==> src/rtl/srst_pkg.sv <==
package srst_pkg;

  // Write address decode for the control front end
  typedef enum logic [1:0] {
    WA_CTRL = 2'd0,
    WA_SET  = 2'd1,
    WA_CLR  = 2'd2,
    WA_SIB  = 2'd3
  } wr_addr_e;

endpackage

==> src/rtl/srst_drain_timer.sv <==
module srst_drain_timer #(
  parameter int DRAIN_CYC = 4
) (
  input  logic clk,
  input  logic rst,
  input  logic start,
  output logic expire
);

  logic active;

  generate
    if (DRAIN_CYC > 1) begin : g_count
      localparam int CNT_W = $clog2(DRAIN_CYC);
      localparam logic [CNT_W-1:0] LOAD = CNT_W'(DRAIN_CYC - 1);
      logic [CNT_W-1:0] cnt;

      assign expire = active && (cnt == '0);

      always_ff @(posedge clk) begin
        if (rst) begin
          active <= 1'b0;
          cnt    <= '0;
        end else if (start) begin
          active <= 1'b1;
          cnt    <= LOAD;
        end else if (expire) begin
          active <= 1'b0;
        end else if (active) begin
          cnt    <= cnt - 1'b1;
        end
      end

      AST_DRAIN_LOAD: assert property (@(posedge clk) disable iff (rst)
        start |=> (active && cnt == LOAD));
    end else begin : g_single
      assign expire = active;

      always_ff @(posedge clk) begin
        if (rst)         active <= 1'b0;
        else if (start)  active <= 1'b1;
        else if (expire) active <= 1'b0;
      end
    end
  endgenerate

  AST_DRAIN_IDLE: assert property (@(posedge clk) disable iff (rst)
    (expire && !start) |=> !active);

endmodule

==> src/rtl/srst_regbank.sv <==
module srst_regbank
  import srst_pkg::*;
#(
  parameter int DW = 16,
  parameter logic [DW-3:0] CFG_DEF = '0,
  parameter logic [DW-1:0] SIB_DEF = '0
) (
  input  logic          clk,
  input  logic          rst,
  input  logic          wr_en,
  input  wr_addr_e      wr_addr,
  input  logic [DW-1:0] wr_data,
  input  logic          hw_gate_set,
  output logic          rst_bit_q,
  output logic          gate_bit_q,
  output logic [DW-3:0] cfg_q,
  output logic [DW-1:0] sib_q,
  output logic          rst_rise,
  output logic          clk_en_q
);

  localparam int RST_POS  = DW - 1;
  localparam int GATE_POS = DW - 2;
  localparam int CFG_W    = DW - 2;

  logic [DW-1:0]    ctrl_cur;
  logic [DW-1:0]    ctrl_wr;
  logic             rst_n;
  logic             gate_n;
  logic [CFG_W-1:0] cfg_n;
  logic [DW-1:0]    sib_n;

  assign ctrl_cur = {rst_bit_q, gate_bit_q, cfg_q};

  always_comb begin
    ctrl_wr = ctrl_cur;
    if (wr_en) begin
      case (wr_addr)
        WA_CTRL: ctrl_wr = wr_data;
        WA_SET:  ctrl_wr = ctrl_cur | wr_data;
        WA_CLR:  ctrl_wr = ctrl_cur & ~wr_data;
        default: ctrl_wr = ctrl_cur;
      endcase
    end
  end

  always_comb begin
    rst_n    = ctrl_wr[RST_POS];
    gate_n   = hw_gate_set | ctrl_wr[GATE_POS];
    cfg_n    = rst_n ? CFG_DEF : ctrl_wr[CFG_W-1:0];
    sib_n    = sib_q;
    if (rst_n)
      sib_n = SIB_DEF;
    else if (wr_en && wr_addr == WA_SIB)
      sib_n = wr_data;
    rst_rise = rst_n & ~rst_bit_q;
  end

  always_ff @(posedge clk) begin
    if (rst) begin
      rst_bit_q  <= 1'b0;
      gate_bit_q <= 1'b1;
      cfg_q      <= CFG_DEF;
      sib_q      <= SIB_DEF;
      clk_en_q   <= 1'b0;
    end else begin
      rst_bit_q  <= rst_n;
      gate_bit_q <= gate_n;
      cfg_q      <= cfg_n;
      sib_q      <= sib_n;
      clk_en_q   <= ~gate_n;
    end
  end

  AST_CLR_RST_FAST: assert property (@(posedge clk) disable iff (rst)
    (wr_en && wr_addr == WA_CLR && wr_data[RST_POS]) |=> !rst_bit_q);

  AST_CFG_DEFAULT: assert property (@(posedge clk) disable iff (rst)
    rst_bit_q |-> (cfg_q == CFG_DEF && sib_q == SIB_DEF));

  AST_GATE_SET: assert property (@(posedge clk) disable iff (rst)
    hw_gate_set |=> (gate_bit_q && !clk_en_q));

endmodule

==> src/rtl/srst_readback.sv <==
module srst_readback #(
  parameter int DW = 16
) (
  input  logic          clk,
  input  logic          rst,
  input  logic          rd_sel,
  input  logic [DW-1:0] ctrl_word,
  input  logic [DW-1:0] sib_word,
  output logic [DW-1:0] rd_data_q
);

  always_ff @(posedge clk) begin
    if (rst)         rd_data_q <= '0;
    else if (rd_sel) rd_data_q <= sib_word;
    else             rd_data_q <= ctrl_word;
  end

endmodule

==> src/rtl/srst_cg_seq.sv <==
module srst_cg_seq
  import srst_pkg::*;
#(
  parameter int DW        = 16,
  parameter int DRAIN_CYC = 4,
  parameter logic [DW-3:0] CFG_DEF = (DW-2)'(65),
  parameter logic [DW-1:0] SIB_DEF = DW'(255)
) (
  input  logic          clk,
  input  logic          rst,
  input  logic          wr_en,
  input  logic [1:0]    wr_addr,
  input  logic [DW-1:0] wr_data,
  input  logic          rd_sel,
  output logic [DW-1:0] rd_data,
  output logic          clk_en_o,
  output logic          child_rst_o
);

  logic          rst_bit;
  logic          gate_bit;
  logic [DW-3:0] cfg;
  logic [DW-1:0] sib;
  logic          rst_rise;
  logic          drain_done;
  logic          clk_en_q;

  srst_regbank #(
    .DW      (DW),
    .CFG_DEF (CFG_DEF),
    .SIB_DEF (SIB_DEF)
  ) u_regbank (
    .clk         (clk),
    .rst         (rst),
    .wr_en       (wr_en),
    .wr_addr     (wr_addr_e'(wr_addr)),
    .wr_data     (wr_data),
    .hw_gate_set (drain_done),
    .rst_bit_q   (rst_bit),
    .gate_bit_q  (gate_bit),
    .cfg_q       (cfg),
    .sib_q       (sib),
    .rst_rise    (rst_rise),
    .clk_en_q    (clk_en_q)
  );

  srst_drain_timer #(
    .DRAIN_CYC (DRAIN_CYC)
  ) u_timer (
    .clk    (clk),
    .rst    (rst),
    .start  (rst_rise),
    .expire (drain_done)
  );

  srst_readback #(
    .DW (DW)
  ) u_readback (
    .clk       (clk),
    .rst       (rst),
    .rd_sel    (rd_sel),
    .ctrl_word ({rst_bit, gate_bit, cfg}),
    .sib_word  (sib),
    .rd_data_q (rd_data)
  );

  assign clk_en_o    = clk_en_q;
  assign child_rst_o = rst_bit;

  AST_CLKEN_TRACK: assert property (@(posedge clk) disable iff (rst)
    clk_en_o != gate_bit);

  AST_RISE_STARTS_RESET: assert property (@(posedge clk) disable iff (rst)
    rst_rise |=> child_rst_o);

endmodule

==> config.mk <==
export PLATFORM = sky130hd
export DESIGN_NAME = srst_cg_seq
export DESIGN_NICKNAME = d
export VERILOG_FILES = /design/src/rtl/srst_pkg.sv /design/src/rtl/srst_drain_timer.sv /design/src/rtl/srst_regbank.sv /design/src/rtl/srst_readback.sv /design/src/rtl/srst_cg_seq.sv
export SDC_FILE = /design/constraint.sdc
export NUM_CORES = 1
export LEC_CHECK = 0
export BUFFER_PORTS_ARGS = -buffer_cell sky130_fd_sc_hd__clkbuf_2
export CORE_ASPECT_RATIO = 0.5
export CORE_MARGIN = 5
export CORE_UTILIZATION = 58
export CTS_CLUSTER_SIZE = 14
export DETAILED_ROUTE_END_ITERATION = 10
export PLACE_DENSITY_LB_ADDON = 0.12
export SYNTH_ARGS = -nofsm -noshare
export SYNTH_HDL_FRONTEND = slang
export SYNTH_HIERARCHICAL = 1
export SYNTH_SLANG_ARGS = --single-unit
==> constraint.sdc <==
create_clock -name clk -period 2 [get_ports clk]
set_input_delay 0.2 -clock clk [delete_from_list [all_inputs] [get_ports clk]]
set_output_delay 0.2 -clock clk [all_outputs]
set_load 0.01 [all_outputs]
# [Word level (Yosys, flattened, before mapping)]
# Index checks and enable logic that the tools add are counted.
[classes] n_addsub=1 muxes=8 bitwise=7 reduce_logical=10 eq_ne=4
[op_table] op="$pmux W16 S3" n=1
[op_table] op="$mux W16" n=2
[op_table] op="$and A16 B16 Y16" n=1
[op_table] op="$not A16 Y16" n=1
[op_table] op="$or A16 B16 Y16" n=1
[op_table] op="$mux W2" n=3
[op_table] op="$eq A2 B2 Y1 const B" n=2
[op_table] op="$logic_not A2 Y1" n=2
[op_table] op="$reduce_and A2 Y1" n=2
[op_table] op="$reduce_bool A2 Y1" n=2
[op_table] op="$reduce_bool A3 Y1" n=1
[op_table] op="$eq A2 B1 Y1 const B" n=1
[op_table] op="$logic_and A1 B1 Y1" n=2
[op_table] op="$mux W1" n=2
[op_table] op="$ne A2 B2 Y1 const B" n=1
[op_table] op="$not A1 Y1" n=2
[op_table] op="$reduce_or A2 Y1" n=1
[op_table] op="$sub A2 B1 Y2 const B" n=1
[op_table] op="$and A1 B1 Y1" n=1
[op_table] op="$or A1 B1 Y1" n=1
[word_totals] reg_bits=52 word_cells=38 out_inout_bits=18

# [Logic depth before layout (Yosys ltp)]
# Gate-level depths: netlist of the first run.
[logic_depth] word_depth=7 ltp_mapped=7 mapped_depth_nobuf=5

# [Cells and area by module]
# Netlist of the first run, hierarchy kept.
[modules_own_cells] mod="srst_regbank" cells_each=148 area_each_um2=1448.9 instances=1
[modules_own_cells] mod="srst_readback" cells_each=52 area_each_um2=580.6 instances=1
[modules_own_cells] mod="srst_drain_timer" cells_each=15 area_each_um2=153.9 instances=1

# [Least setup slack after synthesis of the first run]
# OpenSTA, ideal clock, no wires.
[synth_path] kind="input to register" from="input port wr_addr[1]" to="register u_timer.g_count.cnt[1]" t_arrival_ns=1.280 slack_ns=0.632 stages=7 t_required_ns=1.912 path_buffers=3 cell_sequence="buf_6 > nor2b_2 > buf_6 > buf_4 > and3b_1 > and4bb_1 > a311oi_2"
[synth_between] elab_chain_len=6
[synth_lines] item="start, declared" line_no="srst_cg_seq.sv:12" rtl="input logic [1:0] wr_addr,"
[synth_lines] item="$eq A2 B2 Y1, or another cell as far along" line_no="srst_regbank.sv:38" rtl="case (wr_addr)"
[synth_lines] item="$pmux W16 S3 *" line_no="srst_regbank.sv:38"
[synth_lines] item="$mux W16 *" line_no="srst_regbank.sv:37" rtl="if (wr_en) begin"
[synth_lines] item="$and A1 B1 Y1 *" line_no="srst_regbank.sv:56" rtl="rst_rise = rst_n & ~rst_bit_q;"
[synth_lines] item="via rst_rise" line_no="srst_cg_seq.sv:24" rtl="logic rst_rise;"
[synth_lines] item="$ne A2 B2 Y1 (no line) or $reduce_bool A2 Y1 (tied branches)"
[synth_lines] item="$reduce_and A2 Y1 (no line)"
[synth_lines] item="end signal, assigned" line_no="srst_drain_timer.sv:30" rtl="cnt <= cnt - 1'b1;"
[synth_lines] item="end, declared" line_no="srst_drain_timer.sv:16" rtl="logic [CNT_W-1:0] cnt;"
# Mark *: on every way through the listed nets, which the timed path passes. The rest lies on a longest branch.
# A chain may end at the register's enable or synchronous reset.

# [Final worst setup path of the first run]
[layout_path] from="register u_regbank.rst_bit_q" to="register u_regbank.sib_q[9]"
[layout_between] elab_chain_len=4
[layout_lines] item="start, declared" line_no="srst_regbank.sv:14" rtl="output logic rst_bit_q,"
[layout_lines] item="start signal, assigned" line_no="srst_regbank.sv:67" rtl="rst_bit_q <= rst_n;"
[layout_lines] item="$and A16 B16 Y16 or $or A16 B16 Y16 (tied branches)" line_no="srst_regbank.sv:41, srst_regbank.sv:40"
[layout_lines] item="$pmux W16 S3" line_no="srst_regbank.sv:38"
[layout_lines] item="$mux W16 *" line_no="srst_regbank.sv:37"
[layout_lines] item="$reduce_or A2 Y1 (no line) *"
[layout_lines] item="end signal, assigned" line_no="srst_regbank.sv:70" rtl="sib_q <= sib_n;"
[layout_lines] item="end, declared" line_no="srst_regbank.sv:17" rtl="output logic [DW-1:0] sib_q,"
# Mark *: on every way between the ends. The rest lies on a longest branch, timed or not.

==> results by group, run 1 <==
Status
  – Status: finished, final reports clean

Die
  – Die extent in y: 53.4 µm
  – Core area: 3530 µm²
  – Initial Utilization: between 60 and 70%
  – Die outline area: between 5000 and 6000 µm²
  – # IOs: 40
  – Number of rows created at floorplan: 15
  – Die width: 96.8 µm

Timing
  – Count of final hold-check violations: 0
  – Achievable clock frequency: 0.700 GHz
  – Worst setup skew after layout: 6.94 ps
  – Portion of the clock cycle consumed by the worst path in the final layout: between 70 and 80%
  – RSZ-0062 raised after global routing: no
  – Final setup TNS: 0 ps
  – Minimum period implied by the final worst setup slack: 1430 ps
  – Worst-Margin Slew: roughly 870 ps
  – Pins Over Slew Limit: 0
  – Hold Slack: 142 ps
  – Worst slew margin relative to its limit: 41.8%
  – Finish-stage setup viols: 0

Yosys
  – Mux cell area share after synthesis: approximately 15%
  – Adder-cell area share of the yosys netlist: 0.573%
  – Main synth FF type: dfxtp_1
  – Number of synthesized register bits: 52
  – Library cells used by synthesis: 32
  – Sequential-to-total area share from yosys stat: 47.7%
  – Netlist area before placement: 2180 µm²
  – Yosys warns: 6
  – Area fraction in and, or, nand and nor cells after synthesis: 18.6%
  – Ranking of synthesized cells by instance count: dfxtp_1, mux2i_1, nor2_1
  – Compound-Gate Fraction of Synth Area: 11.6%
  – Yosys top cell area share: approximately 48%
  – Most common cell in the synthesized netlist: dfxtp_1
  – Syn_nets: 238
  – Count of flip-flops with a built-in enable after synthesis: 0
  – Area leader, netlist: dfxtp_1
  – Count of mapped cells out of synthesis: 215
  – Xor/xnor share of the synthesized area: 0%
  – Dominant combinational cell family by area after synthesis: simple AND/OR/NAND/NOR gates
  – Area contributors post-synth: dfxtp_1, mux2i_1, nor2b_1
  – Post-Syn Area per Cell: 10.2 µm²
  – Proportion of synthesized flip-flops having asynchronous set or reset: 0%

Finish
  – Area growth from synthesis to final layout: 12.7%
  – Antenna Cells: 0
  – Share of the core filled with cells in the final layout: 69.7%
  – Fraction of final layout cells with drive strength greater than 1: between 20 and 25%
  – Post-layout net count: 273
  – Layout filler cell count: 303

GRT
  – Global-route wire length before repair: slightly below 8000 µm
  – Initial antenna violation count: 0
  – Vias in the first global route: 1,669
  – Total overflow reported by the global router: 0
  – Largest net degree at the start of global routing: 21
  – GRT Resource Usage Total: 19.2%

Power and ir drop
  – Power per cell area: 855 nW/µm²
  – Leakage Power: 0.00111 µW
  – Overall power after layout: 2100 µW
  – Worst voltage drop across the vdd grid: 0.000497 V

Clock network
  – CTS hold repair buffers: 0
  – Buffer type at the clock tree root: clkbuf_8
  – TritonCTS clock tree: yes
  – Clock latency at the later pin of the worst-skew pair: between 300 and 400 ps
  – Number of H-tree levels: 2
  – Post-CTS sizing: 0
  – Clock Sinks: 52
  – Clock slew at reported path FFs: 90 ps
  – Total clock buffers created by CTS: 5
  – Max clock buf depth: 2
  – # Post-CTS Setup Buffers: 0

Setup path
  – Critical Path, Cell by Cell: o21a_1 -> nor3_1
  – Start-to-end type of the worst setup path: register to register
  – Buf/Inv on CP: 0
  – Required time of the worst setup path: 2160 ps
  – Critical Path End Type: register
  – Biggest fanout along the worst timing path: 20
  – CP Data Arrival Time: 1590 ps
  – Delay of the slowest cell on the worst path: 730 ps
  – Cell type group with the largest total delay on the critical path: compound AO/OA/AOI/OAI gates
  – Slowest-stage cell, CP: o21a_1
  – Type of element launching the critical path: register

Job
  – Max-capacitance violation count: 0

Drt
  – Number of detailed-routing iterations run before antenna repair: 4
  – Vias after detailed routing: 1,651
  – Remaining design rule violation count: 0
  – Via density: 5.47
  – Violation count after the first detailed-routing iteration: 53
  – Post-detailed-routing wire length: 4480 µm
  – Number of routed nets with antenna violations: 0
  – Detail-routed net length per standard cell: 14.8 µm

Place
  – Buffers added on ports: 39
  – Dpl hpwl: 3040 µm
  – Placer congestion estimate: 0.768

Hold path
  – Kind of path behind the tightest hold check: input port to register
[metrics by stage]
stage / cells / cell area [µm²] / worst slack (ps)
final: 302 / 2460 / 572
after CTS: 302 / 2460 / 603
after global routing: 302 / 2460 / 507
after global placement: 294 / 2330 / 342
after detailed placement: 294 / 2330 / 328
after floorplan: 215 / 2180 / 632
[layout by cell type, fill, tap and decap left out, types with 2 or more instances in the layout]
master and count:
nor3_1 6, inv_1 3, clkbuf_2 39, and4bb_1 2
nand2_1 16, mux2i_1 32, a21oi_1 2, buf_4 4
nor2_1 17, a211oi_1 10, a211oi_2 4, clkbuf_8 7
dfxtp_1 52, o21ai_0 16, nand3_1 8, nand4_1 2
nor2b_1 16, nand2b_1 2, nor3_2 2
[cell families after synthesis]
group | Yosys count
fa+ha+maj | 1
buf+inv | 18
simple gates | 76
flops | 52
mux | 32
compound gates | 36
[worst min-delay path, cell delays in order]
cell and delay, ps:
clkbuf_2 100, a211oi_1 80, nand2_1 50
[worst paths after layout]
kind / startpoint / endpoint / slack, ps / cells past startpoint
min reg2reg: u_regbank/cfg_q[10] / u_regbank/cfg_q[10] / 490 / 2
max: u_regbank/rst_bit_q / u_regbank/sib_q[9] / 570 / 2
max reg2reg: u_regbank/rst_bit_q / u_regbank/sib_q[9] / 570 / 2
min: wr_data[14] / u_regbank/gate_bit_q / 140 / 3
[state kept, by name, summed over array words and instances, names as in the netlist]
register / count
u_regbank/sib_q: 16
u_timer/active: 1
u_regbank/clk_en_q: 1
u_regbank/gate_bit_q: 1
u_timer/g_count.cnt: 2
u_readback/rd_data_q: 16
u_regbank/rst_bit_q: 1
u_regbank/cfg_q: 14
[metal layers]
metal	part of all wire (%)	global-route usage (%)
met5	0	0
met4	1.4	6.99
met3	4.5	5.26
met2	45	32.1
met1	49	24.2
[report_power, final]
part           leakage, µW  internal (µW)  switching [µW]
clock network    0.0000645            442             337
registers         0.000425           1080            18.3
logic             0.000621           95.0             133
total              0.00111           1620             488
[final cells by class]
| type | count | area, µm² | area share [%] |
|---|---|---|---|
| clock buffer | 7 | 96.3 | 3.92 |
| inverter | 3 | 11.3 | 0.458 |
| multi-input combinational | 145 | 992 | 40.3 |
| sequential | 52 | 1040 | 42.3 |
| clock inverter | 1 | 30.0 | 1.22 |
| tap | 51 | 63.8 | 2.59 |
| timing repair buffer | 43 | 225 | 9.16 |
Power figures use the tool's default switching activity.
==> run 2, diff against run 1 <==
--- a/config.mk
+++ b/config.mk
@@ -5,10 +5,11 @@
 export SDC_FILE = /design/constraint.sdc
 export NUM_CORES = 1
 export LEC_CHECK = 0
+export ABC_AREA = 1
 export BUFFER_PORTS_ARGS = -buffer_cell sky130_fd_sc_hd__clkbuf_2
 export CORE_ASPECT_RATIO = 0.5
 export CORE_MARGIN = 5
-export CORE_UTILIZATION = 58
+export CORE_UTILIZATION = 50
 export CTS_CLUSTER_SIZE = 14
 export DETAILED_ROUTE_END_ITERATION = 10
 export PLACE_DENSITY_LB_ADDON = 0.12
==> constraint.sdc (replaced) <==
create_clock -name clk -period 1.1 [get_ports clk]
set_input_delay 0.11 -clock clk [delete_from_list [all_inputs] [get_ports clk]]
set_output_delay 0.11 -clock clk [all_outputs]
set_load 0.01 [all_outputs]
==> run 2 against run 1 <==
Hold slack got worse by 86 ps; fmax increased by 43%; global-route usage decreased by 1.5 points; sequential cell count unchanged; critical path depth increased by 5.
==> results by group, run 2 <==
Status
  – Status: finished, final reports clean

Timing
  – Worst-Margin Slew: 323 ps
  – Worst slew margin relative to its limit: between 70 and 80%
  – RSZ-0062 raised after global routing: no
  – Achievable clock frequency: roughly 1.0 GHz
  – Worst setup skew after layout: 6.49 ps
  – Portion of the clock cycle consumed by the worst path in the final layout: 91.0%
  – Pins Over Slew Limit: 0
  – Hold Slack: 55.6 ps
  – Finish-stage setup viols: 0
  – Count of final hold-check violations: 0
  – Minimum period implied by the final worst setup slack: 1000 ps

Power and ir drop
  – Portion of total power attributed to combinational logic: 15.1%
  – Switching Share: 25.8%
  – Leakage Power: approximately 0.0014 µW
  – Overall power after layout: 3730 µW
  – Power per cell area: 1380 nW/µm²
  – Part of the power in registers: 54.0%
  – Net switching component of the power: 962 µW
  – Worst voltage drop across the vdd grid: 0.000630 V
  – Clock share of power: 30.8%
  – Internal Power: 2760 µW

Yosys
  – Proportion of synthesized flip-flops having asynchronous set or reset: 0%
  – Most common cell in the synthesized netlist: nand2_1
  – Post-Syn Area per Cell: 7.17 µm²
  – Yosys warns: 6
  – Area contributors post-synth: dfxtp_1, nand2_1, inv_1
  – Area leader, netlist: dfxtp_1
  – Netlist area before placement: ~2300 µm²
  – Syn_nets: 343
  – Sequential-to-total area share from yosys stat: 45.3%
  – Ranking of synthesized cells by instance count: nand2_1, dfxtp_1, inv_1, nor2_1, nand3_1
  – Library cells used by synthesis: 21
  – Main synth FF type: dfxtp_1
  – Yosys top cell area share: 45.3%
  – Number of synthesized register bits: 52
  – Count of mapped cells out of synthesis: 320
  – Count of flip-flops with a built-in enable after synthesis: 0

Clock network
  – Buffer type at the clock tree root: clkbuf_8
  – CTS hold repair buffers: 0
  – Clock Sinks: between 50 and 60
  – Clock latency at the later pin of the worst-skew pair: roughly 300 ps
  – Post-CTS sizing: 0
  – TritonCTS clock tree: yes
  – Clock slew at reported path FFs: around 90 ps
  – # Post-CTS Setup Buffers: 0
  – Max clock buf depth: 2
  – Number of H-tree levels: 2
  – Total clock buffers created by CTS: 5

Finish
  – Layout filler cell count: 431
  – Post-layout net count: 390
  – Most frequent cells in the layout: nand2_1, dfxtp_1, clkbuf_2, inv_1, nor2_1
  – Share of the core filled with cells in the final layout: around three fifths
  – Area growth from synthesis to final layout: 17.6%
  – Most common cell after layout, fill and taps aside: nand2_1
  – Fin cells: ~420
  – Registers with the most flip-flops: u_readback/rd_data_q x16, u_regbank/sib_q x16, u_regbank/cfg_q x14
  – Fraction of final layout cells with drive strength greater than 1: 24.3%
  – Antenna Cells: 0

Die
  – # IOs: 40
  – Number of rows created at floorplan: 17
  – Initial Utilization: 51.9%
  – Die width: 106 µm
  – Core area: roughly 4400 µm²
  – Die extent in y: 57.9 µm
  – Die outline area: roughly 6000 µm²

GRT
  – Largest net degree at the start of global routing: 23
  – GRT Resource Usage Total: 17.7%
  – Vias in the first global route: a little under 2k
  – Total overflow reported by the global router: 0
  – Initial antenna violation count: 0
  – Global-route wire length before repair: ~8800 µm

Drt
  – Violation count after the first detailed-routing iteration: between 100 and 150
  – Detail-routed net length per standard cell: 11.9 µm
  – Number of routed nets with antenna violations: 0
  – Remaining design rule violation count: 0
  – Vias after detailed routing: 2,049
  – Number of detailed-routing iterations run before antenna repair: 4
  – Via density: roughly 4.8
  – Post-detailed-routing wire length: 5030 µm

Place
  – Buffers added on ports: 39
  – # placed instances: 417
  – Placer congestion estimate: 0.777
  – Dpl hpwl: approximately 3700 µm

Setup path
  – Required time of the worst setup path: 1320 ps
  – Critical Path End Type: register
  – Biggest fanout along the worst timing path: 4
  – Start-to-end type of the worst setup path: register to register
  – Type of element launching the critical path: register
  – CP Data Arrival Time: 1230 ps

Hold path
  – Kind of path behind the tightest hold check: input port to register

Job
  – Max-capacitance violation count: 0
[run 2: cell types whose count changed in the layout (fill, tap and decap cells not counted), moves of 15 or more]
cell,change
inv_1,+35
mux2i_1,-32
nand3_1,+15
nor2_1,+15
o21ai_0,-15
nand2_1,+101
nor2b_1,-16
[run 2: logic make-up (layout without fill, tap and decap cells)]
group | count (synthesis) | in the layout | share of synthesized area [%]
fa+ha+maj | 1 | 1 | 0.545
flops | 52 | 52 | 45.3
compound gates | 26 | 26 | 7.47
simple gates | 188 | 188 | 34.9
buf+inv | 53 | 100 | 11.7
[run 2: per-layer routing]
metal / vias up / wire (µm) / GRT usage [%]
met5: - / 0 / 0
met4: 0 / 17 / 4.80
met3: 3 / 389 / 5.01
met2: 65 / 2210 / 29.0
met1: 923 / 2410 / 23.3
li1: 1058 / - / -
[run 2: path summary, 6_finish.rpt]
| kind | start | end | slack [ps] | cells past startpoint |
|---|---|---|---|---|
| worst max-delay path | u_timer/g_count.cnt[0] | u_timer/g_count.cnt[0] | 100 | 7 |
| worst min-delay path | wr_data[3] | u_regbank/sib_q[3] | 60 | 3 |
| worst max register to register | u_timer/g_count.cnt[0] | u_timer/g_count.cnt[0] | 100 | 7 |
| worst min register to register | u_regbank/sib_q[11] | u_regbank/sib_q[11] | 470 | 2 |
[run 2: area by class of cell]
cell class              count  area (µm²)  area share (%)
clock buffers               7        96.3            3.57
multi-input cells         215         991            36.7
repair buffers             52         343            12.7
well taps                  57        71.3            2.64
flip-flops and latches     52        1040            38.6
inverters                  41         156            5.79
[run 2: stage by stage]
stage          area [µm²]  TNS, ps  setup WS [ps]
5_1_grt              2700        0           11.6
3_3_place_gp         2600        0           37.4
6_report             2700        0           98.5
3_5_place_dp         2600    -37.9          -15.7
2_1_floorplan        2300        0            125
4_1_cts              2690        0           18.9
[run 2: worst max-delay path: stages, from the launching register on]
cell and delay [ps]:
dfxtp_2 340, inv_1 50, ha_2 180, inv_1 60, nand2_2 70, nand2_2 70, nand2_1 50, a21oi_1 110
[run 2: power groups by stage]
stage | clock, µW | combinational (µW) | sequential, µW
finish | 1150 | 564 | 2010
global route | 1280 | 637 | 2020
CTS | 1190 | 564 | 2010
detailed placement | 0 | 563 | 2060
global placement | 0 | 549 | 2050
floorplan | 0 | 336 | 2070
